File: src/rtl/mbs_pkg.sv
`timescale 1ns / 1ps
package mbs_pkg;
  typedef enum logic [2:0] {
    ST_IDLE,
    ST_WR_LO,
    ST_WR_HI,
    ST_WR_END,
    ST_RD_WAIT,
    ST_RD_LO,
    ST_RD_HI,
    ST_RD_END
  } mbs_state_e;
endpackage

File: src/rtl/mbs_ctrl.sv
`timescale 1ns / 1ps
module mbs_ctrl
  import mbs_pkg::*;
#(
  parameter int ADDR_W   = 16,
  parameter int SEG_W    = 12,
  parameter int IDX_W    = 2,
  parameter logic [SEG_W-1:0] SEG_ID = 'h321,
  parameter int MIN_WAIT = 2
) (
  input  logic             clk_i,
  input  logic             rst_ni,
  input  logic             cs_ni,
  input  logic             adv_ni,
  input  logic             we_ni,
  input  logic [ADDR_W-1:0] addr_i,
  input  logic             rd_ready_i,
  output mbs_state_e       state_o,
  output logic [IDX_W-1:0] idx_o,
  output logic             hit_o,
  output logic             re_o,
  output logic             wait_no
);
  localparam int LSB_W = ADDR_W - SEG_W - IDX_W;
  localparam int CNT_W = $clog2(MIN_WAIT + 1);
  localparam logic [CNT_W-1:0] CNT_TGT = CNT_W'(MIN_WAIT - 1);
  localparam logic [CNT_W-1:0] CNT_MAX = {CNT_W{1'b1}};

  mbs_state_e       state_q;
  logic [IDX_W-1:0] idx_q;
  logic             hit_q, re_q, wait_q;
  logic [CNT_W-1:0] cnt_q;
  logic             seg_match, start, release_rd;

  assign seg_match  = addr_i[ADDR_W-1 -: SEG_W] == SEG_ID;
  assign start      = !cs_ni && !adv_ni;
  assign release_rd = rd_ready_i && (cnt_q >= CNT_TGT);

  always_ff @(posedge clk_i or negedge rst_ni) begin
    if (!rst_ni) begin
      state_q <= ST_IDLE;
      idx_q   <= '0;
      hit_q   <= 1'b0;
      re_q    <= 1'b0;
      wait_q  <= 1'b1;
      cnt_q   <= '0;
    end else begin
      re_q <= 1'b0;
      if (cs_ni && state_q != ST_IDLE) begin
        // host ended or aborted the access
        state_q <= ST_IDLE;
        wait_q  <= 1'b1;
      end else begin
        unique case (state_q)
          ST_IDLE: if (start) begin
            idx_q <= addr_i[LSB_W +: IDX_W];
            hit_q <= seg_match;
            if (!we_ni) begin
              state_q <= ST_WR_LO;
            end else begin
              state_q <= ST_RD_WAIT;
              wait_q  <= 1'b0;
              cnt_q   <= '0;
              re_q    <= seg_match;
            end
          end
          ST_WR_LO:  state_q <= ST_WR_HI;
          ST_WR_HI:  state_q <= ST_WR_END;
          ST_WR_END: state_q <= ST_WR_END;
          ST_RD_WAIT: begin
            if (release_rd) begin
              state_q <= ST_RD_LO;
              wait_q  <= 1'b1;
            end else if (cnt_q != CNT_MAX) begin
              cnt_q <= cnt_q + 1'b1;
            end
          end
          ST_RD_LO:  state_q <= ST_RD_HI;
          ST_RD_HI:  state_q <= ST_RD_END;
          ST_RD_END: state_q <= ST_RD_END;
          default:   state_q <= ST_IDLE;
        endcase
      end
    end
  end

  assign state_o = state_q;
  assign idx_o   = idx_q;
  assign hit_o   = hit_q;
  assign re_o    = re_q;
  assign wait_no = wait_q;

  a_r5_re_single: assert property (@(posedge clk_i) disable iff (!rst_ni)
    re_q |=> !re_q);
  a_r5_re_after_addr: assert property (@(posedge clk_i) disable iff (!rst_ni)
    $rose(re_q) |-> $past(!cs_ni && !adv_ni && we_ni));
  a_r6_release_needs_data: assert property (@(posedge clk_i) disable iff (!rst_ni)
    ($rose(wait_q) && state_q == ST_RD_LO) |-> $past(rd_ready_i));
  a_r9_no_wait_in_write: assert property (@(posedge clk_i) disable iff (!rst_ni)
    (state_q inside {ST_WR_LO, ST_WR_HI, ST_WR_END}) |-> wait_q);
  a_r7_hi_after_lo: assert property (@(posedge clk_i) disable iff (!rst_ni)
    (state_q == ST_RD_HI) |-> $past(state_q == ST_RD_LO));
endmodule

File: src/rtl/mbs_wr_path.sv
`timescale 1ns / 1ps
module mbs_wr_path
  import mbs_pkg::*;
#(
  parameter int DATA_W = 16,
  localparam int WORD_W = 2 * DATA_W
) (
  input  logic              clk_i,
  input  logic              rst_ni,
  input  mbs_state_e        state_i,
  input  logic              hit_i,
  input  logic              cs_ni,
  input  logic [DATA_W-1:0] bus_i,
  output logic              we_o,
  output logic [WORD_W-1:0] wdata_o
);
  logic [DATA_W-1:0] lo_q;
  logic              we_q;
  logic [WORD_W-1:0] wdata_q;

  always_ff @(posedge clk_i or negedge rst_ni) begin
    if (!rst_ni) begin
      lo_q    <= '0;
      we_q    <= 1'b0;
      wdata_q <= '0;
    end else begin
      we_q <= 1'b0;
      if (state_i == ST_WR_LO) lo_q <= bus_i;
      if (state_i == ST_WR_HI && !cs_ni && hit_i) begin
        we_q    <= 1'b1;
        wdata_q <= {bus_i, lo_q};
      end
    end
  end

  assign we_o    = we_q;
  assign wdata_o = wdata_q;

  a_r2_we_single: assert property (@(posedge clk_i) disable iff (!rst_ni)
    we_q |=> !we_q);
  a_r3_we_needs_cs: assert property (@(posedge clk_i) disable iff (!rst_ni)
    we_q |-> $past(!cs_ni && state_i == ST_WR_HI));
endmodule

File: src/rtl/mbs_rd_path.sv
`timescale 1ns / 1ps
module mbs_rd_path
  import mbs_pkg::*;
#(
  parameter int DATA_W = 16,
  localparam int WORD_W = 2 * DATA_W
) (
  input  logic              clk_i,
  input  logic              rst_ni,
  input  mbs_state_e        state_i,
  input  logic              hit_i,
  input  logic              cs_ni,
  input  logic              oe_ni,
  input  logic              rvalid_i,
  input  logic [WORD_W-1:0] rdata_i,
  output logic              rd_ready_o,
  output logic [DATA_W-1:0] bus_o,
  output logic              bus_oe_o
);
  logic              got_q;
  logic [WORD_W-1:0] buf_q;
  logic              in_read;

  always_ff @(posedge clk_i or negedge rst_ni) begin
    if (!rst_ni) begin
      got_q <= 1'b0;
      buf_q <= '0;
    end else if (state_i == ST_IDLE) begin
      got_q <= 1'b0;
      buf_q <= '0;
    end else if (state_i == ST_RD_WAIT && !got_q) begin
      // a miss completes with the cleared buffer
      if (!hit_i) begin
        got_q <= 1'b1;
      end else if (rvalid_i) begin
        got_q <= 1'b1;
        buf_q <= rdata_i;
      end
    end
  end

  assign rd_ready_o = got_q || (hit_i && rvalid_i);
  assign in_read    = state_i inside {ST_RD_WAIT, ST_RD_LO, ST_RD_HI, ST_RD_END};
  assign bus_oe_o   = in_read && !cs_ni && !oe_ni;

  always_comb begin
    unique case (state_i)
      ST_RD_LO: bus_o = buf_q[DATA_W-1:0];
      ST_RD_HI: bus_o = buf_q[WORD_W-1:DATA_W];
      default:  bus_o = '0;
    endcase
  end

  a_r10_data_held: assert property (@(posedge clk_i) disable iff (!rst_ni)
    (state_i inside {ST_RD_LO, ST_RD_HI}) |-> got_q);
  a_r4_miss_reads_zero: assert property (@(posedge clk_i) disable iff (!rst_ni)
    (state_i == ST_RD_LO && !hit_i) |-> buf_q == '0);
  a_r8_no_drive_in_write: assert property (@(posedge clk_i) disable iff (!rst_ni)
    (state_i inside {ST_WR_LO, ST_WR_HI, ST_WR_END}) |-> !bus_oe_o);
endmodule

File: src/rtl/mux_bus_slave.sv
`timescale 1ns / 1ps
module mux_bus_slave
  import mbs_pkg::*;
#(
  parameter int DATA_W   = 16,
  parameter int SEG_W    = 12,
  parameter int IDX_W    = 2,
  parameter logic [SEG_W-1:0] SEG_ID = 'h321,
  parameter int MIN_WAIT = 2,
  localparam int WORD_W  = 2 * DATA_W
) (
  input  logic              bclk_i,
  input  logic              rst_ni,
  input  logic              cs_ni,
  input  logic              adv_ni,
  input  logic              we_ni,
  input  logic              oe_ni,
  input  logic [DATA_W-1:0] bus_i,
  output logic [DATA_W-1:0] bus_o,
  output logic              bus_oe_o,
  output logic              wait_no,
  output logic [IDX_W-1:0]  reg_addr_o,
  output logic              reg_we_o,
  output logic [WORD_W-1:0] reg_wdata_o,
  output logic              reg_re_o,
  input  logic [WORD_W-1:0] reg_rdata_i,
  input  logic              reg_rvalid_i
);
  mbs_state_e state;
  logic       hit, rd_ready;

  mbs_ctrl #(
    .ADDR_W(DATA_W), .SEG_W(SEG_W), .IDX_W(IDX_W),
    .SEG_ID(SEG_ID), .MIN_WAIT(MIN_WAIT)
  ) u_ctrl (
    .clk_i(bclk_i), .rst_ni(rst_ni),
    .cs_ni(cs_ni), .adv_ni(adv_ni), .we_ni(we_ni),
    .addr_i(bus_i), .rd_ready_i(rd_ready),
    .state_o(state), .idx_o(reg_addr_o), .hit_o(hit),
    .re_o(reg_re_o), .wait_no(wait_no)
  );

  mbs_wr_path #(.DATA_W(DATA_W)) u_wr (
    .clk_i(bclk_i), .rst_ni(rst_ni),
    .state_i(state), .hit_i(hit), .cs_ni(cs_ni), .bus_i(bus_i),
    .we_o(reg_we_o), .wdata_o(reg_wdata_o)
  );

  mbs_rd_path #(.DATA_W(DATA_W)) u_rd (
    .clk_i(bclk_i), .rst_ni(rst_ni),
    .state_i(state), .hit_i(hit), .cs_ni(cs_ni), .oe_ni(oe_ni),
    .rvalid_i(reg_rvalid_i), .rdata_i(reg_rdata_i),
    .rd_ready_o(rd_ready), .bus_o(bus_o), .bus_oe_o(bus_oe_o)
  );

  a_r1_idle_after_reset: assert property (@(posedge bclk_i) disable iff (!rst_ni)
    $rose(rst_ni) |-> (wait_no && !reg_we_o && !reg_re_o));
endmodule

File: config.mk
export PLATFORM = sky130hd
export DESIGN_NAME = mux_bus_slave
export DESIGN_NICKNAME = d
export VERILOG_FILES = /design/src/rtl/mbs_pkg.sv /design/src/rtl/mbs_ctrl.sv /design/src/rtl/mbs_wr_path.sv /design/src/rtl/mbs_rd_path.sv /design/src/rtl/mux_bus_slave.sv
export SDC_FILE = /design/constraint.sdc
export NUM_CORES = 1
export LEC_CHECK = 0
export ABC_AREA = 1
export BUFFER_PORTS_ARGS = -buffer_cell sky130_fd_sc_hd__buf_2
export CAP_MARGIN = 20
export CORE_MARGIN = 2
export CORE_UTILIZATION = 53
export CTS_BUF_LIST = sky130_fd_sc_hd__clkbuf_16
export CTS_CLUSTER_SIZE = 20
export DETAILED_ROUTE_END_ITERATION = 10
export GPL_ROUTABILITY_DRIVEN = 0
export MAX_ROUTING_LAYER = met4
export PLACE_DENSITY = 0.85
export SYNTH_ARGS = -nofsm -noshare
export SYNTH_HDL_FRONTEND = slang
export SYNTH_SLANG_ARGS = --single-unit
File: constraint.sdc
create_clock -name bclk_i -period 2 [get_ports bclk_i]
set_input_delay 0.6 -clock bclk_i [delete_from_list [all_inputs] [get_ports bclk_i]]
set_output_delay 0.6 -clock bclk_i [all_outputs]
set_load 0.005 [all_outputs]
==> results of run 1 <==
[cell usage after synthesis, drive strengths merged]
master and instances:
nand2 136, buf 18, nand4 3, nor3 2, inv 50, nand3 89
ha 2, a21boi 1, o21a 1, o21ai 54, dfrtp 91, dfstp 1
o211ai 1, nor2 12, o22ai 1, clkbuf 8
[registers in the layout (all words and copies together), names as in the netlist, 2 cells and up]
| signal | cells |
|---|---|
| u_ctrl.cnt_q | 2 |
| u_rd.buf_q | 32 |
| u_ctrl.state_o | 3 |
| u_wr.lo_q | 16 |
| u_wr.wdata_o | 32 |
| u_ctrl.idx_o | 2 |
[path summary, 6_finish.rpt]
| kind | endpoint | cells past startpoint | startpoint | slack (ns) |
|---|---|---|---|---|
| max | bus_o[1] | 5 | u_ctrl.state_o[1] | -0.02 |
| max reg2reg | u_wr.wdata_o[22] | 9 | u_ctrl.state_o[1] | 0.23 |
| max in group asynchronous | u_wr.wdata_o[28] | 2 | rst_ni | 1.13 |
| min in group bclk_i | u_ctrl.wait_no | 2 | u_ctrl.wait_no | 0.47 |
| min reg2reg | u_ctrl.wait_no | 2 | u_ctrl.wait_no | 0.47 |
| min | u_wr.we_o | 1 | rst_ni | 0.20 |
[per-layer routing]
metal,global-route usage,vias up
li1,-,1737
met1,0.321,1783
met2,0.391,142
met3,0.0363,12
met4,0.0821,0
met5,-,-
[worst register-to-register path: stages (launching register included)]
cell and delay [ns]:
dfrtp_1 0.41, inv_4 0.12, nor2_8 0.05, buf_6 0.15
buf_4 0.14, buf_4 0.13, nand4_4 0.06, buf_4 0.39
nand2_1 0.12, o21ai_0 0.12
[cell type report]
class / instances / area, um2 / area share
multi-input combinational: 302 / 1560 / 0.299
tap: 102 / 128 / 0.0244
inverter: 50 / 195 / 0.0373
clock inverter: 7 / 81.3 / 0.0156
timing repair buffer: 127 / 728 / 0.139
sequential: 92 / 2310 / 0.441
clock buffer: 9 / 225 / 0.0431
antenna: 1 / 2.50 / 0.000479
[metrics by stage]
step                setup WS [ns]  hold slack [ns]  cell area, um2  TNS (ns)
finish                    -0.0189            0.200            5230   -0.0417
CTS                       -0.0202            0.214            5100   -0.0499
detailed placement          0.229            0.452            4780         0
global placement            0.313            0.451            4780         0
global route              -0.0491            0.227            5230    -0.417
floorplan                   0.286            0.304            4220         0
[timing repair]
action,4_1_cts,5_1_grt
buffers inserted,2,6
setup endpoints to repair,16,16
pin swaps,1,1
gates cloned,0,1
gates resized for setup,6,27
[cells by family after synthesis]
group	Yosys count	synth area share
and+or+nand+nor	242	0.283
DFF	92	0.546
buffers and inverters	76	0.0926
AOI/OAI and AO/OA	58	0.0718
adders and majority gates	2	0.00593
[report_power, final]
part / internal [mW] / switching, mW
Clock: 0.985 / 0.729
Combinational: 0.659 / 1.09
Sequential: 2.32 / 0.283
Total: 3.96 / 2.10
==> summary.md, run 1 <==
| Metric | Value |
|---|---|
| Final period utilization | `1.01` |
| Hold Path Class | `in2async` |
| Wirelength per Cell | `~15 um` |
| Critical Path Sink Type | `primary output` |
| Max Slew Vio Count | `0` |
| CP delay by family, top | `buffers and inverters` |
| TritonCTS Buffers | `9` |
| Total GRT Usage | `0.243` |
| H-tree levels | `3` |
| P&R area growth vs syn | `23.9%` |
| Final WL | `~10000 um` |
| Share of the yosys chip area belonging to registers | `0.546` |
| Core Box Area | `around 7700 um2` |
| Residual DRC count | `0` |
| Endpoints failing setup | `4` |
| Total clock sinks | `92` |
| Slack of the critical path | `-0.0189 ns` |
| Status | `finished, violations left` |
| Post-Place Cells | `between 600 and 700` |
| Global-route wire length before repair | `between 15000 and 20000 um` |
| Met1 WL | `4240 um` |
| Die area | `~8700 um2` |
| Synth cell types | `31` |
| Fill count | `about 600` |
| CTS hold repair buffers | `0` |
| #FFs+latches synth | `roughly 90` |
| Clock Latency Late Sink | `0.34 ns` |
| Tot Pwr | `just over 6 mW` |
| Clock Skew | `~0.0077 ns` |
| Yosys warnings | `0` |
| Cell with the largest stage delay on the worst path | `dfrtp_1` |
| Routed wl met2 | `between 5000 and 6000 um` |
| Largest net degree at the start of global routing | `49` |
| Via count | `between 3k and 4k` |
| Vias in the first global route | `3478` |
| Endpoints failing hold | `0` |
| CP bufs+invs | `3` |
| Syn avg cell area | `roughly 9.0 um2` |
| Drt via density | `5.32` |
| Failing checks | `negative setup slack` |
| Drt pass-1 iters | `5` |
| Pleak | `~2.8 nW` |
| Cells after synthesis | `470` |
| Buffers added on ports | `approximately 110` |
| Clock Path Buffers | `2` |
| Crit path max fanout | `8` |
| Data arrival time of the critical path | `about 1.4 ns` |
| Die X | `around 93 um` |
| CP Cell Sequence | `inv_4 > nand3_4 > buf_6 > o21ai_0 > buf_2` |
| Num rows | `32` |
| Most frequent cells in the layout | `nand2_1, buf_2, dfrtp_1` |
| Synth area leaders | `dfrtp_1, nand2_1, nand3_1, o21ai_0, nand3_2` |
| Final std cells w/o fill | `slightly below 700` |
| Worst IR Drop VDD | `roughly 0.00074 V` |
| Post-synthesis cell area | `4220 um2` |
| Initial antenna violation count | `1` |
| ANT nets after route | `0` |
| I/O pin count | `109` |
| Clock Pin Slew Worst Setup and Hold Paths | `0.07 ns` |
| Die height | `approximately 93 um` |
| Post-synth top area share | `0.540` |
| Setup Crit Path Kind | `reg2out` |
| Slew @ Worst Pin | `~0.47 ns` |
| CTS tree | `done` |
| Final worst path period need | `roughly 2 ns` |
| Area leader, netlist | `dfrtp_1` |
| Slowest stage delay, CP | `slightly above 0.4 ns` |
| Max_slew headroom | `0.688` |
| Post-DP HPWL | `between 6000 and 7000 um` |
| Overflow after GRT | `0` |
| Max-cap viol count | `0` |
| Top sig layer | `met4` |
| Initial DRC count | `270` |
| Commonest non-fill, non-tap cell in the layout | `nand2_1` |
| Highest clock rate | `a little under 500 MHz` |
| Syn_nets | `between 500 and 600` |
| Required @ worst endpoint | `about 1.4 ns` |
| PwrDens | `roughly 1200 nW/um2` |
| Layout Utilization | `0.676` |
| Crit start category | `flip-flop` |
| Final nets | `~640` |
| Met3 wire len | `709 um` |
| RSZ-0062 raised after global routing | `true` |
| Root Buffer | `clkbuf_16` |
| Starting Density | `0.546` |
| Share of cells above drive strength 1 | `0.315` |
Note: power is estimated with default switching activity, not from simulation.
==> inputs of run 2 (changes only) <==
RECOVER_POWER = 25   (was unset)
==> summary.md, run 2 (synthesized netlist as in run 1, its figures left out) <==
| Metric | Value |
|---|---|
| Status | `finished, violations left` |
| Failing checks | `negative setup slack` |
| Max Slew Vio Count | `0 (unchanged)` |
| TritonCTS Buffers | `9 (unchanged)` |
| Met3 Use GR | `0.0363 (unchanged)` |
| I/O pin count | `109 (unchanged)` |
| Drt via density | `5.32 (-0.11%)` |
| Final WL | `10200 um (+0.66%)` |
| P&R area growth vs syn | `23.4%` |
| Net Sw Frac | `0.347 (about the same)` |
| Placement Cell Area | `4780 um2 (unchanged)` |
| Reg2reg end | `u_rd.buf_q[6]` |
| CTS tree | `done` |
| Clock Pin Slew Worst Setup and Hold Paths | `0.07 ns (about the same)` |
| Post-DP HPWL | `6590 um (unchanged)` |
| Commonest non-fill, non-tap cell in the layout | `nand2_1` |
| Routing usage on met1 | `0.321 (unchanged)` |
| Total GRT Usage | `0.243 (unchanged)` |
| Crit path max fanout | `8 (unchanged)` |
| Critical Path Sink Type | `primary output` |
| Slack of the critical path | `-0.0135 ns (+0.00549 ns)` |
| Launch point of the worst reg-to-reg path | `u_ctrl.state_o[0]` |
| Final std cells w/o fill | `690 (unchanged)` |
| Met2 GRT Util | `0.391 (unchanged)` |
| Via count | `3670 (-0.11%)` |
| Starting Density | `0.546 (unchanged)` |
| Worst hold slack | `0.346 ns (+0.146 ns)` |
| Overflow after GRT | `0 (unchanged)` |
| Num rows | `32 (unchanged)` |
| Crit path capture | `bus_o[1]` |
| DP Worst Slack | `0.229 ns (unchanged)` |
| Endpoints failing hold | `0 (unchanged)` |
| Crit start category | `flip-flop` |
| Largest net degree at the start of global routing | `49 (unchanged)` |
| Clock Path Buffers | `2 (unchanged)` |
| Data arrival time of the critical path | `1.41 ns (about the same)` |
| Internal power | `3.96 mW (-0.12%)` |
| Share of cells above drive strength 1 | `0.313 (-0.00170)` |
| Initial DRC count | `273 (+1.1%)` |
| Pleak | `2.83 nW (-0.33%)` |
| Die height | `93.2 um (unchanged)` |
| PwrDens | `1160 nW/um2 (+0.33%)` |
| Setup Crit Path Kind | `reg2out` |
| H-tree levels | `3 (unchanged)` |
| Clock power frac | `0.283 (about the same)` |
| Residual DRC count | `0 (unchanged)` |
| Core Box Area | `7730 um2 (unchanged)` |
| Psw | `2.10 mW (about the same)` |
| Initial antenna violation count | `1 (unchanged)` |
| GRT busiest layer | `met2` |
| Wirelength per Cell | `14.8 um (+0.66%)` |
| R2R cell count | `7 (-2)` |
| Final nets | `639 (unchanged)` |
| Reg2Reg Setup Slack | `0.22 ns (about the same)` |
| Final period utilization | `1.01 (-0.00275)` |
| Clock Skew | `0.00827 ns (+0.000620 ns)` |
| Die area | `8690 um2 (unchanged)` |
| Total clock sinks | `92 (unchanged)` |
| RSZ-0062 raised after global routing | `true` |
| Final worst path period need | `2.01 ns (-0.00549 ns)` |
| Post-Place Cells | `664 (unchanged)` |
| Most frequent cells in the layout | `nand2_1, buf_2, dfrtp_1` |
| Worst IR Drop VDD | `0.000739 V (-0.20%)` |
| Root Buffer | `clkbuf_16` |
| Setup TNS | `-0.0360 ns (+0.00566 ns)` |
| Drt pass-1 iters | `5 (unchanged)` |
| Buffers added on ports | `108 (unchanged)` |
| Vias in the first global route | `3478 (unchanged)` |
| Global-route wire length before repair | `16300 um (unchanged)` |
| CTS hold repair buffers | `0 (unchanged)` |
| Highest clock rate | `497 MHz (+0.27%)` |
| Hold Path Class | `in2async` |
| Critical Path Start | `u_ctrl.state_o[1]` |
| Max-cap viol count | `0 (unchanged)` |
| ANT nets after route | `0 (unchanged)` |
| Endpoints failing setup | `4 (unchanged)` |
| Required @ worst endpoint | `1.40 ns (about the same)` |
| Sequential Power Share | `0.429 (about the same)` |
| Combinational power share | `0.288 (about the same)` |
| Final instance area | `5200 um2 (-0.41%)` |
| Clock Latency Late Sink | `0.34 ns (about the same)` |
| Max_slew headroom | `0.449 (-0.239)` |
| Die X | `93.2 um (unchanged)` |
| Slew @ Worst Pin | `0.826 ns (+0.359 ns)` |
-- run 2: cell count changes in the layout (fill, tap and decap cells not counted), sizes merged --
cell	change
buf	-3
clkbuf	+3
-- run 2: repair_timing --
| action | 4_1_cts | 5_1_grt |
|---|---|---|
| gates cloned | 0 | 1 |
| buffers inserted | 2 | 6 |
| hold endpoints to repair | 0 | 0 |
| gates resized for setup | 6 | 27 |
| pin swaps | 1 | 1 |
| endpoints found under the setup margin | 16 | 16 |
-- run 2: how the worst min path moves through the flow --
stage	startpoint	to	slack, ns	depth (start not counted)
detailed placement	u_wr.lo_q[6]	u_wr.wdata_o[6]	0.45	2
finish	rst_ni	u_wr.we_o	0.35	1
global placement	u_wr.lo_q[4]	u_wr.wdata_o[4]	0.45	2
CTS	rst_ni	u_wr.we_o	0.21	1
floorplan	rst_ni	u_ctrl.cnt_q[0]	0.30	0
global route	rst_ni	u_wr.we_o	0.41	1
-- run 2: critical path, cell delays in order (launching register included) --
cell     delay [ns]
dfrtp_1        0.41
inv_4          0.12
nand3_4        0.11
buf_6          0.17
o21ai_0        0.14
buf_2          0.13
-- run 2: final cells by class --
class | count | area, um2
Antenna cell | 1 | 2.50
Clock buffer | 9 | 225
Sequential cell | 92 | 2310
Tap cell | 102 | 128
Timing Repair Buffer | 127 | 707
Inverter | 50 | 195
Multi-Input combinational cell | 302 | 1560
Fill cell | 600 | 2520
Clock inverter | 7 | 81.3
-- run 2: metal layers --
| metal | up-vias | wire length [um] |
|---|---|---|
| li1 | 1733 | - |
| met1 | 1760 | 4300 |
| met2 | 161 | 5030 |
| met3 | 16 | 670 |
| met4 | 0 | 216 |
| met5 | - | 0 |
-- run 2: power groups by stage --
| stage | sequential [mW] | clock, mW | combinational (mW) |
|---|---|---|---|
| 3_3_place_gp | 2.59 | 0 | 1.52 |
| 5_1_grt | 2.65 | 1.81 | 1.98 |
| 6_report | 2.60 | 1.72 | 1.75 |
| 3_5_place_dp | 2.62 | 0 | 1.57 |
| 4_1_cts | 2.59 | 1.75 | 1.62 |
| 2_1_floorplan | 2.59 | 0 | 1.02 |
-- run 2: per-stage QoR --
stage               power, mW   util
global route             6.44  0.674
detailed placement       4.19  0.618
floorplan                3.61      -
finish                   6.06  0.674
global placement         4.11  0.618
CTS                      5.95  0.660
